[src/rtl/ipt_pkg.sv]
package ipt_pkg;
  typedef enum logic [0:0] {
    ST_IDLE = 1'b0,
    ST_SCAN = 1'b1
  } scan_state_e;

  localparam int unsigned VALID_BIT = 0;
endpackage

[src/rtl/ipt_table_store.sv]
module ipt_table_store #(
  parameter int unsigned NUM_FRAMES = 16,
  parameter int unsigned PID_W      = 8,
  parameter int unsigned VPN_W      = 20,
  parameter int unsigned CTRL_W     = 4,
  localparam int unsigned FRAME_W   = $clog2(NUM_FRAMES)
) (
  input  logic               clk_i,
  input  logic               rst_ni,
  input  logic               wr_en_i,
  input  logic [FRAME_W-1:0] wr_idx_i,
  input  logic [PID_W-1:0]   wr_pid_i,
  input  logic [VPN_W-1:0]   wr_vpn_i,
  input  logic [CTRL_W-1:0]  wr_ctrl_i,
  input  logic [FRAME_W-1:0] wr_link_i,
  input  logic [FRAME_W-1:0] scan_idx_i,
  output logic               scan_valid_o,
  output logic [PID_W-1:0]   scan_pid_o,
  output logic [VPN_W-1:0]   scan_vpn_o,
  input  logic [FRAME_W-1:0] rd_idx_i,
  output logic [PID_W-1:0]   rd_pid_o,
  output logic [VPN_W-1:0]   rd_vpn_o,
  output logic [CTRL_W-1:0]  rd_ctrl_o,
  output logic [FRAME_W-1:0] rd_link_o
);
  logic [PID_W-1:0]   pid_q  [NUM_FRAMES];
  logic [VPN_W-1:0]   vpn_q  [NUM_FRAMES];
  logic [CTRL_W-1:0]  ctrl_q [NUM_FRAMES];
  logic [FRAME_W-1:0] link_q [NUM_FRAMES];
  logic [NUM_FRAMES-1:0] valid_vec;

  for (genvar g = 0; g < NUM_FRAMES; g++) begin : g_entry
    logic sel;
    assign sel = wr_en_i && (wr_idx_i == FRAME_W'(g));
    always_ff @(posedge clk_i or negedge rst_ni) begin
      if (!rst_ni) begin
        pid_q[g]  <= '0;
        vpn_q[g]  <= '0;
        ctrl_q[g] <= '0;
        link_q[g] <= '0;
      end else if (sel) begin
        pid_q[g]  <= wr_pid_i;
        vpn_q[g]  <= wr_vpn_i;
        ctrl_q[g] <= wr_ctrl_i;
        link_q[g] <= wr_link_i;
      end
    end
    assign valid_vec[g] = ctrl_q[g][ipt_pkg::VALID_BIT];
  end

  assign scan_valid_o = valid_vec[scan_idx_i];
  assign scan_pid_o   = pid_q[scan_idx_i];
  assign scan_vpn_o   = vpn_q[scan_idx_i];

  assign rd_pid_o  = pid_q[rd_idx_i];
  assign rd_vpn_o  = vpn_q[rd_idx_i];
  assign rd_ctrl_o = ctrl_q[rd_idx_i];
  assign rd_link_o = link_q[rd_idx_i];
endmodule

[src/rtl/ipt_entry_match.sv]
module ipt_entry_match #(
  parameter int unsigned PID_W = 8,
  parameter int unsigned VPN_W = 20
) (
  input  logic             ent_valid_i,
  input  logic [PID_W-1:0] ent_pid_i,
  input  logic [VPN_W-1:0] ent_vpn_i,
  input  logic [PID_W-1:0] key_pid_i,
  input  logic [VPN_W-1:0] key_vpn_i,
  output logic             hit_o
);
  logic pid_eq, vpn_eq;
  assign pid_eq = (ent_pid_i == key_pid_i);
  assign vpn_eq = (ent_vpn_i == key_vpn_i);
  assign hit_o  = ent_valid_i && pid_eq && vpn_eq;
endmodule

[src/rtl/ipt_scan_ctrl.sv]
module ipt_scan_ctrl #(
  parameter int unsigned NUM_FRAMES = 16,
  localparam int unsigned FRAME_W   = $clog2(NUM_FRAMES),
  localparam logic [FRAME_W-1:0] LAST_IDX = FRAME_W'(NUM_FRAMES - 1)
) (
  input  logic               clk_i,
  input  logic               rst_ni,
  input  logic               start_i,
  input  logic               hit_i,
  output logic               idle_o,
  output logic [FRAME_W-1:0] scan_idx_o,
  output logic               done_o,
  output logic               done_hit_o
);
  import ipt_pkg::*;

  scan_state_e        state_q;
  logic [FRAME_W-1:0] idx_q;
  logic               at_last;

  assign at_last    = (idx_q == LAST_IDX);
  assign idle_o     = (state_q == ST_IDLE);
  assign scan_idx_o = idx_q;
  assign done_o     = (state_q == ST_SCAN) && (hit_i || at_last);
  assign done_hit_o = (state_q == ST_SCAN) && hit_i;

  always_ff @(posedge clk_i or negedge rst_ni) begin
    if (!rst_ni) begin
      state_q <= ST_IDLE;
      idx_q   <= '0;
    end else begin
      unique case (state_q)
        ST_IDLE: begin
          if (start_i) begin
            state_q <= ST_SCAN;
            idx_q   <= '0;
          end
        end
        ST_SCAN: begin
          if (hit_i || at_last) state_q <= ST_IDLE;
          else                  idx_q   <= idx_q + 1'b1;
        end
        default: state_q <= ST_IDLE;
      endcase
    end
  end
endmodule

[src/rtl/ipt_search_unit.sv]
module ipt_search_unit #(
  parameter int unsigned NUM_FRAMES = 16,
  parameter int unsigned PID_W      = 8,
  parameter int unsigned VPN_W      = 20,
  parameter int unsigned OFF_W      = 12,
  parameter int unsigned CTRL_W     = 4,
  localparam int unsigned FRAME_W   = $clog2(NUM_FRAMES),
  localparam int unsigned PADDR_W   = FRAME_W + OFF_W
) (
  input  logic               clk_i,
  input  logic               rst_ni,
  input  logic               req_valid_i,
  output logic               req_ready_o,
  input  logic [PID_W-1:0]   req_pid_i,
  input  logic [VPN_W-1:0]   req_vpn_i,
  input  logic [OFF_W-1:0]   req_off_i,
  input  logic               wr_en_i,
  output logic               wr_ready_o,
  input  logic [FRAME_W-1:0] wr_idx_i,
  input  logic [PID_W-1:0]   wr_pid_i,
  input  logic [VPN_W-1:0]   wr_vpn_i,
  input  logic [CTRL_W-1:0]  wr_ctrl_i,
  input  logic [FRAME_W-1:0] wr_link_i,
  input  logic [FRAME_W-1:0] rd_idx_i,
  output logic [PID_W-1:0]   rd_pid_o,
  output logic [VPN_W-1:0]   rd_vpn_o,
  output logic [CTRL_W-1:0]  rd_ctrl_o,
  output logic [FRAME_W-1:0] rd_link_o,
  output logic               rsp_valid_o,
  output logic               rsp_hit_o,
  output logic [PADDR_W-1:0] rsp_paddr_o
);
  logic               idle;
  logic               accept;
  logic               wr_take;
  logic [FRAME_W-1:0] scan_idx;
  logic               scan_valid;
  logic [PID_W-1:0]   scan_pid;
  logic [VPN_W-1:0]   scan_vpn;
  logic               ent_hit;
  logic               done, done_hit;

  logic [PID_W-1:0]   key_pid_q;
  logic [VPN_W-1:0]   key_vpn_q;
  logic [OFF_W-1:0]   key_off_q;
  logic               rsp_valid_q, rsp_hit_q;
  logic [PADDR_W-1:0] rsp_paddr_q;

  assign req_ready_o = idle;
  assign wr_ready_o  = idle;
  assign accept      = req_valid_i && idle;
  assign wr_take     = wr_en_i && idle;

  ipt_table_store #(
    .NUM_FRAMES(NUM_FRAMES), .PID_W(PID_W), .VPN_W(VPN_W), .CTRL_W(CTRL_W)
  ) u_store (
    .clk_i        (clk_i),
    .rst_ni       (rst_ni),
    .wr_en_i      (wr_take),
    .wr_idx_i     (wr_idx_i),
    .wr_pid_i     (wr_pid_i),
    .wr_vpn_i     (wr_vpn_i),
    .wr_ctrl_i    (wr_ctrl_i),
    .wr_link_i    (wr_link_i),
    .scan_idx_i   (scan_idx),
    .scan_valid_o (scan_valid),
    .scan_pid_o   (scan_pid),
    .scan_vpn_o   (scan_vpn),
    .rd_idx_i     (rd_idx_i),
    .rd_pid_o     (rd_pid_o),
    .rd_vpn_o     (rd_vpn_o),
    .rd_ctrl_o    (rd_ctrl_o),
    .rd_link_o    (rd_link_o)
  );

  ipt_entry_match #(.PID_W(PID_W), .VPN_W(VPN_W)) u_match (
    .ent_valid_i (scan_valid),
    .ent_pid_i   (scan_pid),
    .ent_vpn_i   (scan_vpn),
    .key_pid_i   (key_pid_q),
    .key_vpn_i   (key_vpn_q),
    .hit_o       (ent_hit)
  );

  ipt_scan_ctrl #(.NUM_FRAMES(NUM_FRAMES)) u_ctrl (
    .clk_i      (clk_i),
    .rst_ni     (rst_ni),
    .start_i    (accept),
    .hit_i      (ent_hit),
    .idle_o     (idle),
    .scan_idx_o (scan_idx),
    .done_o     (done),
    .done_hit_o (done_hit)
  );

  always_ff @(posedge clk_i or negedge rst_ni) begin
    if (!rst_ni) begin
      key_pid_q <= '0;
      key_vpn_q <= '0;
      key_off_q <= '0;
    end else if (accept) begin
      key_pid_q <= req_pid_i;
      key_vpn_q <= req_vpn_i;
      key_off_q <= req_off_i;
    end
  end

  // frame number is the scan position, not a stored field
  always_ff @(posedge clk_i or negedge rst_ni) begin
    if (!rst_ni) begin
      rsp_valid_q <= 1'b0;
      rsp_hit_q   <= 1'b0;
      rsp_paddr_q <= '0;
    end else begin
      rsp_valid_q <= done;
      if (done) begin
        rsp_hit_q   <= done_hit;
        rsp_paddr_q <= done_hit ? {scan_idx, key_off_q} : '0;
      end
    end
  end

  assign rsp_valid_o = rsp_valid_q;
  assign rsp_hit_o   = rsp_hit_q;
  assign rsp_paddr_o = rsp_paddr_q;
endmodule

[config.mk]
export PLATFORM = sky130hd
export DESIGN_NAME = ipt_search_unit
export DESIGN_NICKNAME = d
export VERILOG_FILES = /design/src/rtl/ipt_pkg.sv /design/src/rtl/ipt_table_store.sv /design/src/rtl/ipt_entry_match.sv /design/src/rtl/ipt_scan_ctrl.sv /design/src/rtl/ipt_search_unit.sv
export SDC_FILE = /design/constraint.sdc
export NUM_CORES = 1
export LEC_CHECK = 0
export ABC_AREA = 0
export BUFFER_PORTS_ARGS = -buffer_cell sky130_fd_sc_hd__buf_4
export CORE_ASPECT_RATIO = 1.4
export CORE_MARGIN = 2
export CORE_UTILIZATION = 32
export CTS_BUF_LIST = sky130_fd_sc_hd__clkbuf_8
export DETAILED_ROUTE_END_ITERATION = 10
export SKIP_CTS_REPAIR_TIMING = 1
export SLEW_MARGIN = 20
export SYNTH_ARGS = -nofsm -noshare
export SYNTH_HDL_FRONTEND = slang
export SYNTH_SLANG_ARGS = --single-unit
[constraint.sdc]
create_clock -name clk_i -period 4.7 [get_ports clk_i]
set_input_delay 0.47 -clock clk_i [delete_from_list [all_inputs] [get_ports clk_i]]
set_output_delay 0.47 -clock clk_i [all_outputs]
set_load 0.005 [all_outputs]
After elaboration in Yosys (flattened, before gate mapping)
Cells that the tools add are included.
- bits of input ports: 88
- output and inout port bits: 56
- register bits after elaboration: 639
- $add $sub $neg: 1
- eq/ne operators: 20
- $lt $le $gt $ge: 3
- mux-type cells: 27
- reduce and logical (&&, ||, !) cells: 25
- bitwise gates (word level): 3
- operator list (kind ; count):
    binary-select mux 20 bit (select 4 bit) ; 2
    2-to-1 mux 20 bit ; 4
    binary-select mux 8 bit (select 4 bit) ; 2
    == test 4 bit (second input constant) ; 9
    binary-select mux 4 bit (select 4 bit) ; 2
    2-to-1 mux 8 bit ; 4
    2-to-1 mux 4 bit ; 6
    logical AND 1 bit ; 22
    == test 20 bit ; 1
    == test 4 x 3 -> 1 bit (second input constant) ; 4
    2-to-1 mux 16 bit ; 1
    greater-or-equal comparator 5 bit (second input constant) ; 2
    inverter 4 -> 5 bit ; 2
    == test 4 x 2 -> 1 bit (second input constant) ; 2
    == test 8 bit ; 1
    one-hot mux 4 bit (2 select lines) ; 1
    < comparator 4 x 5 -> 1 bit (second input constant) ; 1
    adder 4 x 1 -> 4 bit (second input constant) ; 1
    binary-select mux 1 bit (select 4 bit) ; 1
    == test 4 x 1 -> 1 bit (second input constant) ; 1
    zero test 4 bit ; 1
    2-to-1 mux 1 bit ; 3
    inequality test 2 x 1 -> 1 bit (second input constant) ; 1
    inequality test 2 bit (second input constant) ; 1
    other kinds (4) ; 4

Depth between registers and ports, before layout
Gate-level depths: netlist (run 1).
- depth in word-level cells: 10
- depth in mapped cells: 15
- mapped depth without buffers: 9

Hierarchy
A second synthesis (run 1) with hierarchy kept.
- cell total of the unflattened synthesis: 2041
- area, all modules: 32228.4 um2
- by module, submodules not included (module ; area an instance (um2) ; cells an instance ; times used):
    ipt_table_store ; 29256.8 ; 1814 ; 1
    ipt_search_unit ; 2377.3 ; 161 ; 1
    ipt_entry_match ; 319.1 ; 38 ; 1
    ipt_scan_ctrl ; 275.3 ; 28 ; 1

Worst setup path after synthesis (run 1)
No wires, ideal clock.
- path type: flip-flop to flip-flop
- start point: reg u_ctrl.idx_q[0], in the netlist u_ctrl.scan_idx_o[0]
- end point: reg u_ctrl.idx_q[3], in the netlist u_ctrl.scan_idx_o[3]
- setup time: 0.125 ns
- cell stages (with the launch flop): 11
- clock period less this slack: 3.580 ns
- slack: 1.120 ns
- data required time: 4.575 ns
- arrival time: 3.456 ns
- path buffers: 1
- cells stage by stage: dfrtp_1 buf_6 mux4_1 mux4_2 xnor2_1 nand2_1 or4_1 or4_4 or3_4 nand4_1 mux2_2
- cells in the longest elaborated chain, start to end: 10
- ends and longest elaborated chain (element ; RTL line ; source):
    start: declaration ; ipt_scan_ctrl.sv:18 ; logic [FRAME_W-1:0] idx_q;
    start signal: assignment ; ipt_scan_ctrl.sv:41 ; else idx_q <= idx_q + 1'b1;
    inverter 4 -> 5 bit (not written as such) ; ipt_table_store.sv:52, ipt_table_store.sv:53 ;
    binary-select mux 8 bit (select 4 bit) ; ipt_table_store.sv:52 ; assign scan_pid_o = pid_q[scan_idx_i];
    2-to-1 mux 8 bit (not written as such) (2 in series) ; ipt_table_store.sv:52 ;
    == test 8 bit ; ipt_entry_match.sv:13 ; assign pid_eq = (ent_pid_i == key_pid_i);
    logical AND 1 bit (2 in series) ; ipt_entry_match.sv:15 ; assign hit_o = ent_valid_i && pid_eq && vpn_eq;
    logical OR 1 bit ; ipt_scan_ctrl.sv:40 ; if (hit_i || at_last) state_q <= ST_IDLE;
    inequality test 2 bit (no source line) ; -- ;
    AND reduction 2 bit (no source line) ; -- ;
Several ways; a longest one is shown, not always the timed one. The select of a mux whose other input is x is not followed.
A chain may end at the register's enable or synchronous reset.

Worst setup path after layout (run 1)
- start point: reg u_ctrl.idx_q[0], in the netlist u_ctrl.scan_idx_o[0]
- end point: reg rsp_paddr_q[7], in the netlist rsp_paddr_o[7]
- cells in the longest elaborated chain, start to end: 9
- ends and longest elaborated chain (element ; RTL line ; source):
    inverter 4 -> 5 bit (not written as such) ; ipt_table_store.sv:52, ipt_table_store.sv:53 ;
    binary-select mux 8 bit (select 4 bit) ; ipt_table_store.sv:52 ;
    2-to-1 mux 8 bit (not written as such) (2 in series) ; ipt_table_store.sv:52 ;
    == test 8 bit ; ipt_entry_match.sv:13 ;
    logical AND 1 bit (2 in series) ; ipt_entry_match.sv:15 ;
    logical AND 1 bit or logical OR 1 bit (tied branches) ; ipt_scan_ctrl.sv:25, ipt_scan_ctrl.sv:24 ;
    2-to-1 mux 16 bit or logical AND 1 bit (tied branches) ; ipt_search_unit.sv:118, ipt_scan_ctrl.sv:24 ;
    end signal: assignment ; ipt_search_unit.sv:118 ; rsp_paddr_q <= done_hit ? {scan_idx, key_off_q} : '0;
    end: declaration ; ipt_search_unit.sv:47 ; logic [PADDR_W-1:0] rsp_paddr_q;
Several ways; a longest one is shown, not always the timed one. The select of a mux whose other input is x is not followed.

==> results of run 1 <==
power by group through the flow:
stage / Combinational (mW) / Clock, mW / Sequential [mW]
2_1_floorplan: 5.42 / 0 / 8.19
3_3_place_gp: 7.23 / 0 / 8.75
3_5_place_dp: 7.39 / 0 / 8.90
4_1_cts: 7.42 / 5.13 / 8.80
5_1_grt: 7.84 / 5.35 / 9.05
6_report: 7.37 / 4.98 / 8.84
synthesized netlist by cell type (all sizes together), types with 3 or more instances:
cell / number / area (um2)
a21o: 3 / 22.52
a21oi: 12 / 60.06
a221o: 4 / 40.04
a221oi: 11 / 102.6
a22o: 20 / 175.2
a22oi: 28 / 210.2
and2: 4 / 27.53
and2b: 3 / 23.77
and3: 10 / 62.56
buf: 61 / 394.1
clkbuf: 122 / 457.9
dfrtp: 639 / 15990
inv: 6 / 22.52
mux2: 624 / 7027
mux2i: 81 / 810.8
mux4: 260 / 5897
nand2: 27 / 103.9
nand2b: 4 / 25.02
nand3: 7 / 35.03
nand4: 6 / 37.54
nor2: 15 / 63.81
nor2b: 9 / 56.30
nor3: 4 / 20.02
nor3b: 4 / 30.03
nor4: 5 / 31.28
o21ai: 16 / 80.08
o221ai: 4 / 35.03
o22ai: 7 / 43.79
or4: 3 / 26.27
xnor2: 19 / 166.4
xor2: 5 / 43.79
per-layer routing:
metal	global-route usage (%)	routed length, um	up-vias
li1	-	-	8296
met2	31.74	49520	655
met4	8.160	3724	10
met5	0	64	-
met1	23.51	39300	10828
met3	4.247	5726	182
through the flow:
| step | power [mW] | std cells | setup slack (ns) |
|---|---|---|---|
| CTS | 21.35 | 3596 | 0.2547 |
| global placement | 15.97 | 3411 | 0.3603 |
| floorplan | 13.60 | 2049 | 1.120 |
| finish | 21.19 | 3641 | 0.2505 |
| global route | 22.24 | 3640 | 0.05481 |
| detailed placement | 16.29 | 3411 | 0.3008 |
cells by family after synthesis:
logic type	synth area share [%]
fa+ha+maj	0.03866
xor+xnor	0.6496
mux	42.44
flops	49.42
buf+inv	2.703
compound gates	2.823
simple gates	1.926
worst max-delay path, stage by stage (launching register included):
cell,delay [ns]
dfrtp_4,0.77
buf_12,0.28
buf_4,0.32
buf_4,0.23
mux2i_1,0.09
a221oi_1,0.36
o21ai_0,0.17
and3_1,0.22
a311o_1,0.25
or4b_1,0.59
o31ai_4,0.33
nand2_2,0.30
a22o_1,0.33
state kept, by name (all words and copies together) (netlist names):
name,count
u_store.vpn_q,320
u_store.pid_q,128
u_store.ctrl_q,64
u_store.link_q,64
key_vpn_q,20
rsp_paddr_o,16
key_off_q,12
key_pid_q,8
u_ctrl.scan_idx_o,4
rsp_hit_o,1
rsp_valid_o,1
u_ctrl.state_q,1
worst max path at each step:
stage                               from                    to
floorplan           u_ctrl.scan_idx_o[0]  u_ctrl.scan_idx_o[3]
global placement    u_ctrl.scan_idx_o[0]       rsp_paddr_o[12]
detailed placement  u_ctrl.scan_idx_o[0]        rsp_paddr_o[6]
CTS                 u_ctrl.scan_idx_o[0]        rsp_paddr_o[7]
global route        u_ctrl.scan_idx_o[0]        rsp_paddr_o[7]
finish              u_ctrl.scan_idx_o[0]        rsp_paddr_o[7]
area by class of cell:
| class | count | area (um2) | share of cell area, % |
|---|---|---|---|
| Sequential cell | 639 | 16000 | 42.50 |
| Multi-Input combinational cell | 1221 | 15570 | 41.36 |
| Timing Repair Buffer | 255 | 2246 | 5.966 |
| Clock buffer | 128 | 1762 | 4.680 |
| Tap cell | 1330 | 1664 | 4.421 |
| Clock inverter | 57 | 370.4 | 0.9838 |
| Inverter | 6 | 22.52 | 0.05983 |
| Antenna cell | 5 | 12.51 | 0.03324 |
==> results.md, run 1 <==
* ANT nets after route at 0
* Reg2reg end: rsp_paddr_o[7]
* R2R depth at 12
* CP startpoint kind: flip-flop
* Commonest non-fill, non-tap cell in the layout: dfrtp_1
* Power per Cell Area at around 560 nW/um2
* Clock Tree Root: clkbuf_8
* H-tree Lvls at 3
* Max transition margin at between 30% and 40%
* WL/cell at between 20 and 30 um
* Die area at roughly 100000 um2
* CTS buffer count at 99
* Syn nets at 2138
* Post-synth top flop: dfrtp_1
* Routed WL at 98330 um
* Placed cell area at around 35000 um2
* Number of I/O pins at ~140
* Clock Sinks at 639
* Drt pass-1 iters at 5
* Number of core rows at roughly 140
* Outcome: completed
* Number of synthesized flops with an enable pin at 0
* Initial antenna violation count at 10
* Setup violators final at 0
* Achievable Freq at approximately 220 MHz
* DR DRC count at 0
* Vias at 19971
* Worst reg-to-reg setup slack at 0.25 ns
* Final Skew at between 0.03 and 0.04 ns
* MaxCap Viol Count at 0
* WHS at 0.01280 ns
* Area growth, synth to finish at 16.34%
* Cell Int Power at about 14 mW
* Worst reg2reg startpoint: u_ctrl.scan_idx_o[0]
* NetSw at 7.010 mW
* TNS Setup at 0 ns
* YS warnings at 0
* Ys async rst share at 100.0%
* Crit path kind: reg2reg
* Commonest non-fill, non-tap cells in the layout: dfrtp_1, mux2_2, mux4_2
* Height of the die at roughly 380 um
* Fillers at between 9000 and 10000
* Sw Share at around 33%
* Drt via density at around 5.5
* GP Congestion at a little over 0.8
* Worst Tran Pin Value at 1.032 ns
* Final Hold Viols at 0
* Final nets at ~2300
* Initial Util at approximately a third
* Hold Path Stages at 4
* Min-Delay Endpoint: u_ctrl.scan_idx_o[1]
* Clock latency on the worst-skew pair at just under 0.8 ns
* Initial DRC Count at about 1300
* Worst Hold Class: in2reg
* Min Tclk post-route at 4.449 ns
* Worst EP arrival at ~5 ns
* Tcrit/Tclk final at 94.67%
* Clock share of power at a little under a quarter
* Core area at 100700 um2
* Vias in the first global route at approximately 22000
* Post-route cell area at 37640 um2
* Final Core Density at 37.40%
* Layout cells sized above 1 at a little under three fifths
* All-Layer GR Usage at a little under a fifth
* Post-Syn Area at 32360 um2
* Crit-path max FO at 29
* Pins Over Slew Limit at 0
* Hpwl dp at ~61000 um
* Unique cell type count in the Yosys netlist at 65
* Avg Cell Area, Syn at roughly 16 um2
* Grt ovf at 0
* HP Start: req_valid_i
* Sequential fraction of the synthesis area at roughly 49%
* Leakage at approximately 17 nW
* Crit end category: flip-flop
* Reg power frac at about two fifths
* Largest net degree at the start of global routing at between 100 and 150
* Register bit total from synthesis at between 600 and 700
* RSZ-0062 raised after global routing: false
* CTS tree: done
* Clock-pin slew on the worst setup and hold paths at roughly 0.070 ns
* CTS max path bufs at 3
* Maximum VDD drop at between 300 and 400 uV
* Post-Syn Instances at about 2000
* Die width at about 270 um
* First-pass GRT wire length at approximately 150000 um
* Worst EP required at ~5.3 ns
* IO buf count at roughly 140
* Logic pwr share at about a third
Power figures use the tool's default switching activity.
==> inputs of run 2 (changes only) <==
REMOVE_ABC_BUFFERS = 1   (was unset)
==> run 2 against run 1 <==
Compared with the run above: highest routed layer unchanged; non-clock buffer count stayed put; largest cell class unchanged; worst setup slack about the same; power shrank 0.77%.
==> results.md, run 2 (same netlist as run 1, synthesis figures left out) <==
* Outcome: completed
* Achievable Freq at about 220 MHz
* Initial antenna violation count at 6
* WHS at between 0.07 and 0.08 ns
* Initial DRC Count at 1155
* Worst Hold Class: in2reg
* Initial Util at about a third
* Hpwl dp at around 59000 um
* ANT nets after route at 0
* Drt via density at 5.507
* Crit path largest cell delay at between 0.6 and 0.7 ns
* Post-route cell area at around 38000 um2
* Routed wl met3 at 4918 um
* Largest net degree at the start of global routing at about 130
* Footprint of the multi-input gates at between 15000 and 20000 um2
* R2R depth at 10
* Final Core Density at a little under two fifths
* Final worst slack at about 0.25 ns
* Power per Cell Area at ~560 nW/um2
* Highest routed layer: met5
* Final Skew at 0.03581 ns
* Crit end category: flip-flop
* Die area at a little over 100000 um2
* Top delay family on crit path: compound AO/OA/AOI/OAI gates
* Min-Delay Endpoint: u_store.ctrl_q[50]
* Grt ovf at 0
* CTS tree: done
* Clock Sinks at approximately 640
* CTS buffer count at around 100
* Final nets at 2313
* WL/cell at between 20 and 30 um
* TNS Setup at 0 ns
* Clock latency on the worst-skew pair at about 0.74 ns
* Commonest non-fill, non-tap cells in the layout: dfrtp_1, mux2_2, mux4_2
* Height of the die at between 300 and 400 um
* Finished Layout Cells at between 3000 and 4000
* Drt pass-1 iters at 5
* Fillers at roughly 9400
* RSZ-0062 raised after global routing: false
* Metal-1 WL at 37700 um
* Commonest non-fill, non-tap cell in the layout: dfrtp_1
* Tcrit/Tclk final at 94.68%
* Number of core rows at between 100 and 150
* CP max stage cell: dfrtp_4
* HP Start: wr_ctrl_i[2]
* Met2 WL at roughly 50000 um
* MaxCap Viol Count at 0
* Maximum VDD drop at about 240 uV
* Layout cells sized above 1 at between 50% and 60%
* Number of flip-flops under the largest register name at 320
* Crit path buffers/inverters at 2
* Pre-CTS WS at around 0.054 ns
* Vias at 19986
* Worst EP arrival at 5.07 ns
* Crit path kind: reg2reg
* Routed WL at ~96000 um
* Min Tclk post-route at around 4.4 ns
* Largest regs: u_store.vpn_q x320, u_store.pid_q x128
* Pins Over Slew Limit at 0
* Worst Tran Pin Value at around 1.1 ns
* Area growth, synth to finish at 16.32%
* CP startpoint kind: flip-flop
* Placed cell area at about 35000 um2
* Placed cells at between 3000 and 4000
* Final Power at between 20 and 25 mW
* Clock Tree Root: clkbuf_8
* Number of I/O pins at approximately 140
* Leakage at roughly 17 nW
* Vias in the first global route at ~22000
* Core area at ~100000 um2
* Reg2reg end: rsp_paddr_o[7]
* Worst EP required at 5.32 ns
* CTS max path bufs at 3
* Crit-path max FO at 43
* Setup violators final at 0
* Crit-path cells: buf_12 -> buf_4 -> mux4_2 -> a22o_1 -> or3_1 -> a2111o_1 -> or4_4 -> o31ai_4 -> nand2_2 -> a22o_1
* First-pass GRT wire length at ~140000 um
* GP Congestion at 0.8093
* Worst reg2reg startpoint: u_ctrl.scan_idx_o[1]
* All-Layer GR Usage at a little under a fifth
* Die width at approximately 270 um
* Max transition margin at around 28%
* Final Hold Viols at 0
* Biggest register: u_store.vpn_q
* Cell mode on critical path: a22o_1
* Clock-pin slew on the worst setup and hold paths at approximately 0.060 ns
* H-tree Lvls at 3
* DR DRC count at 0
* IO buf count at between 100 and 150
* Storage element area at ~16000 um2
* Hold Path Stages at 2
* Worst reg-to-reg setup slack at between 0.2 and 0.3 ns
==> run 2: routing by layer <==
layer | GRT usage, % | up-vias
li1 | - | 8293
met1 | 22.43 | 10874
met2 | 32.83 | 627
met3 | 3.395 | 184
met4 | 7.560 | 8
met5 | 0 | -
==> run 2: where the power goes <==
part / total, mW / internal (mW) / leakage, nW / switching, mW
Combinational: 7.18 / 4.13 / 7.33 / 3.06
Sequential: 8.78 / 7.32 / 8.50 / 1.46
Clock: 5.07 / 2.77 / 1.21 / 2.30
==> run 2: worst register-to-register path: stages, from the launching register on <==
cell      delay, ns
dfrtp_4        0.64
buf_12         0.33
buf_4          0.37
mux4_2         0.34
a22o_1         0.25
or3_1          0.32
a2111o_1       0.43
or4_4          0.58
o31ai_4        0.37
nand2_2        0.33
a22o_1         0.36
==> run 2: worst max-delay path by stage <==
stage | startpoint | end | slack (ns) | cells past startpoint
after floorplan | u_ctrl.scan_idx_o[0] | u_ctrl.scan_idx_o[3] | -2.65 | 9
after global placement | u_ctrl.scan_idx_o[1] | rsp_paddr_o[4] | 0.06 | 11
after detailed placement | u_ctrl.scan_idx_o[1] | rsp_paddr_o[4] | 0.05 | 11
after CTS | u_ctrl.scan_idx_o[1] | rsp_paddr_o[9] | 0.03 | 11
after global routing | u_ctrl.scan_idx_o[1] | rsp_paddr_o[3] | 0.03 | 11
final | u_ctrl.scan_idx_o[1] | rsp_paddr_o[7] | 0.25 | 10
==> run 2: cell type report <==
cell class | instances | area share, %
sequential | 639 | 42.51
clock buffer | 131 | 4.790
multi-input combinational | 1221 | 41.37
antenna | 1 | 0.006648
timing repair buffer | 255 | 5.934
tap | 1330 | 4.421
clock inverter | 46 | 0.9175
inverter | 6 | 0.05983
==> inputs of run 3 (changes only) <==
CTS_BUF_LIST = sky130_fd_sc_hd__clkbuf_4 sky130_fd_sc_hd__clkbuf_8 sky130_fd_sc_hd__clkbuf_16   (was sky130_fd_sc_hd__clkbuf_8)
==> run 3 against run 2 <==
Compared with the run above: sequential share of layout area increased by 0.27 points; critical path depth increased by 1; count of clock-buffer cells in the layout decreased by 43; clock skew decreased by 0.018 ns; hold slack got worse by 0.0065 ns; worst setup slack got worse by 0.026 ns; first-iteration DRC count increased by 13%; clock power increased by 11%; critical endpoint unchanged; largest cell class unchanged.
==> results.md, run 3 (same netlist as run 1, synthesis figures left out) <==
* Maximum VDD drop at around 230 uV
* First-pass GRT wire length at 144300 um
* Worst Tran Pin Value at 1.067 ns
* Commonest non-fill, non-tap cell in the layout: dfrtp_1
* Clock Sinks at roughly 640
* Final nets at between 2000 and 2500
* Worst EP required at around 5.2 ns
* Hold Path Stages at 2
* Setup violators final at 0
* Final Core Density at between 30% and 40%
* Initial antenna violation count at 5
* Leakage at 16.81 nW
* MaxCap Viol Count at 0
* Instance count on the critical path at 11
* Achievable Freq at ~220 MHz
* Initial Util at about a third
* Routed WL at 95450 um
* Worst EP arrival at 4.99 ns
* CTS buffer count at 66
* Hpwl dp at slightly below 60000 um
* GP Congestion at a little over 0.8
* H-tree Lvls at 3
* Number of core rows at approximately 140
* Tcrit/Tclk final at between 90 and 100%
* Final Power at about 22 mW
* Largest regs: u_store.vpn_q x320, u_store.pid_q x128
* Fillers at about 9400
* Crit path buffers/inverters at 2
* Crit-path max FO at 43
* CTS tree: done
* IO buf count at about 140
* TNS Setup at 0 ns
* Core area at a little over 100000 um2
* All-Layer GR Usage at 18.60%
* Drt pass-1 iters at 5
* Initial DRC Count at between 1000 and 1500
* Clock-pin slew on the worst setup and hold paths at ~0.060 ns
* Crit path kind: reg2reg
* Placed cell area at 35080 um2
* Clock Tree Root: clkbuf_16
* RSZ-0062 raised after global routing: false
* Max transition margin at 28.89%
* Largest net degree at the start of global routing at 125
* Vias in the first global route at 21708
* Drt via density at 5.551
* Height of the die at about 380 um
* Commonest non-fill, non-tap cells in the layout: dfrtp_1, mux2_2, mux4_2
* CP startpoint kind: flip-flop
* Number of I/O pins at 144
* Power per Cell Area at slightly below 600 nW/um2
* Pins Over Slew Limit at 0
* Area growth, synth to finish at 15.59%
* Crit path largest cell delay at 0.65 ns
* R2R depth at 11
* Worst Hold Class: in2reg
* Final Hold Viols at 0
* Clock latency on the worst-skew pair at between 0.6 and 0.7 ns
* Biggest register: u_store.vpn_q
* Min Tclk post-route at roughly 4.5 ns
* CTS max path bufs at 3
* Crit-path cells: buf_12 -> buf_4 -> mux4_2 -> mux2i_1 -> xor2_1 -> nor4bb_2 -> o211ai_1 -> or4b_1 -> o31ai_4 -> nand2_2 -> a22o_1
* WL/cell at 27.05 um
* Die width at around 270 um
* Number of flip-flops under the largest register name at 320
* Worst reg-to-reg setup slack at between 0.2 and 0.25 ns
* Outcome: completed
* Top delay family on crit path: simple AND/OR/NAND/NOR gates
* Crit end category: flip-flop
* Final Skew at 0.01766 ns
* CP max stage cell: dfrtp_4
* Vias at between 15000 and 20000
* DR DRC count at 0
* Layout cells sized above 1 at around 56%
* Post-route cell area at around 37000 um2
* Grt ovf at 0
* ANT nets after route at 0
* Die area at 103700 um2
run 3: power breakdown:
| part | leakage [nW] | internal [mW] | switching (mW) | total, mW |
|---|---|---|---|---|
| Sequential | 8.50 | 7.32 | 1.47 | 8.79 |
| Clock | 1.14 | 3.34 | 2.29 | 5.63 |
| Combinational | 7.17 | 4.10 | 3.06 | 7.16 |
run 3: path summary, 6_finish.rpt:
| path | from | to |
|---|---|---|
| max reg2reg | u_ctrl.scan_idx_o[1] | rsp_paddr_o[7] |
| min in group asynchronous | rst_ni | u_store.link_q[20] |
| min | req_vpn_i[4] | key_vpn_q[4] |
| min reg2reg | rsp_hit_o | rsp_hit_o |
| max in group asynchronous | rst_ni | u_store.vpn_q[279] |
| max | u_ctrl.scan_idx_o[1] | rsp_paddr_o[7] |
run 3: layout make-up:
cell class	instances	area [um2]	share of cell area, %
flip-flops and latches	639	16000	42.78
clock inverters	28	369.1	0.9869
multi-input cells	1221	15570	41.63
repair buffers	216	1843	4.928
well taps	1330	1664	4.449
clock buffers	88	1932	5.165
inverters	6	22.52	0.06021
diodes	1	2.502	0.006691
run 3: metrics by stage:
step	hold WS, ns	instances	setup WS, ns
2_1_floorplan	0.1744	1866	-2.649
3_3_place_gp	0.4665	3411	0.05644
3_5_place_dp	0.4754	3411	0.05355
4_1_cts	-0.06329	3527	0.02570
5_1_grt	0.04460	3528	0.06799
6_report	0.06865	3529	0.2238
run 3: worst register-to-register path, stage by stage (launching register included):
cell and delay [ns]:
dfrtp_4 0.65, buf_12 0.32, buf_4 0.36, mux4_2 0.34
mux2i_1 0.26, xor2_1 0.16, nor4bb_2 0.52, o211ai_1 0.18
or4b_1 0.58, o31ai_4 0.31, nand2_2 0.33, a22o_1 0.36
run 3: routing by layer:
metal	wire length, um	GRT usage (%)
met1	38120	22.54
met2	50060	32.94
met3	4397	3.452
met4	2816	6.309
met5	56	0
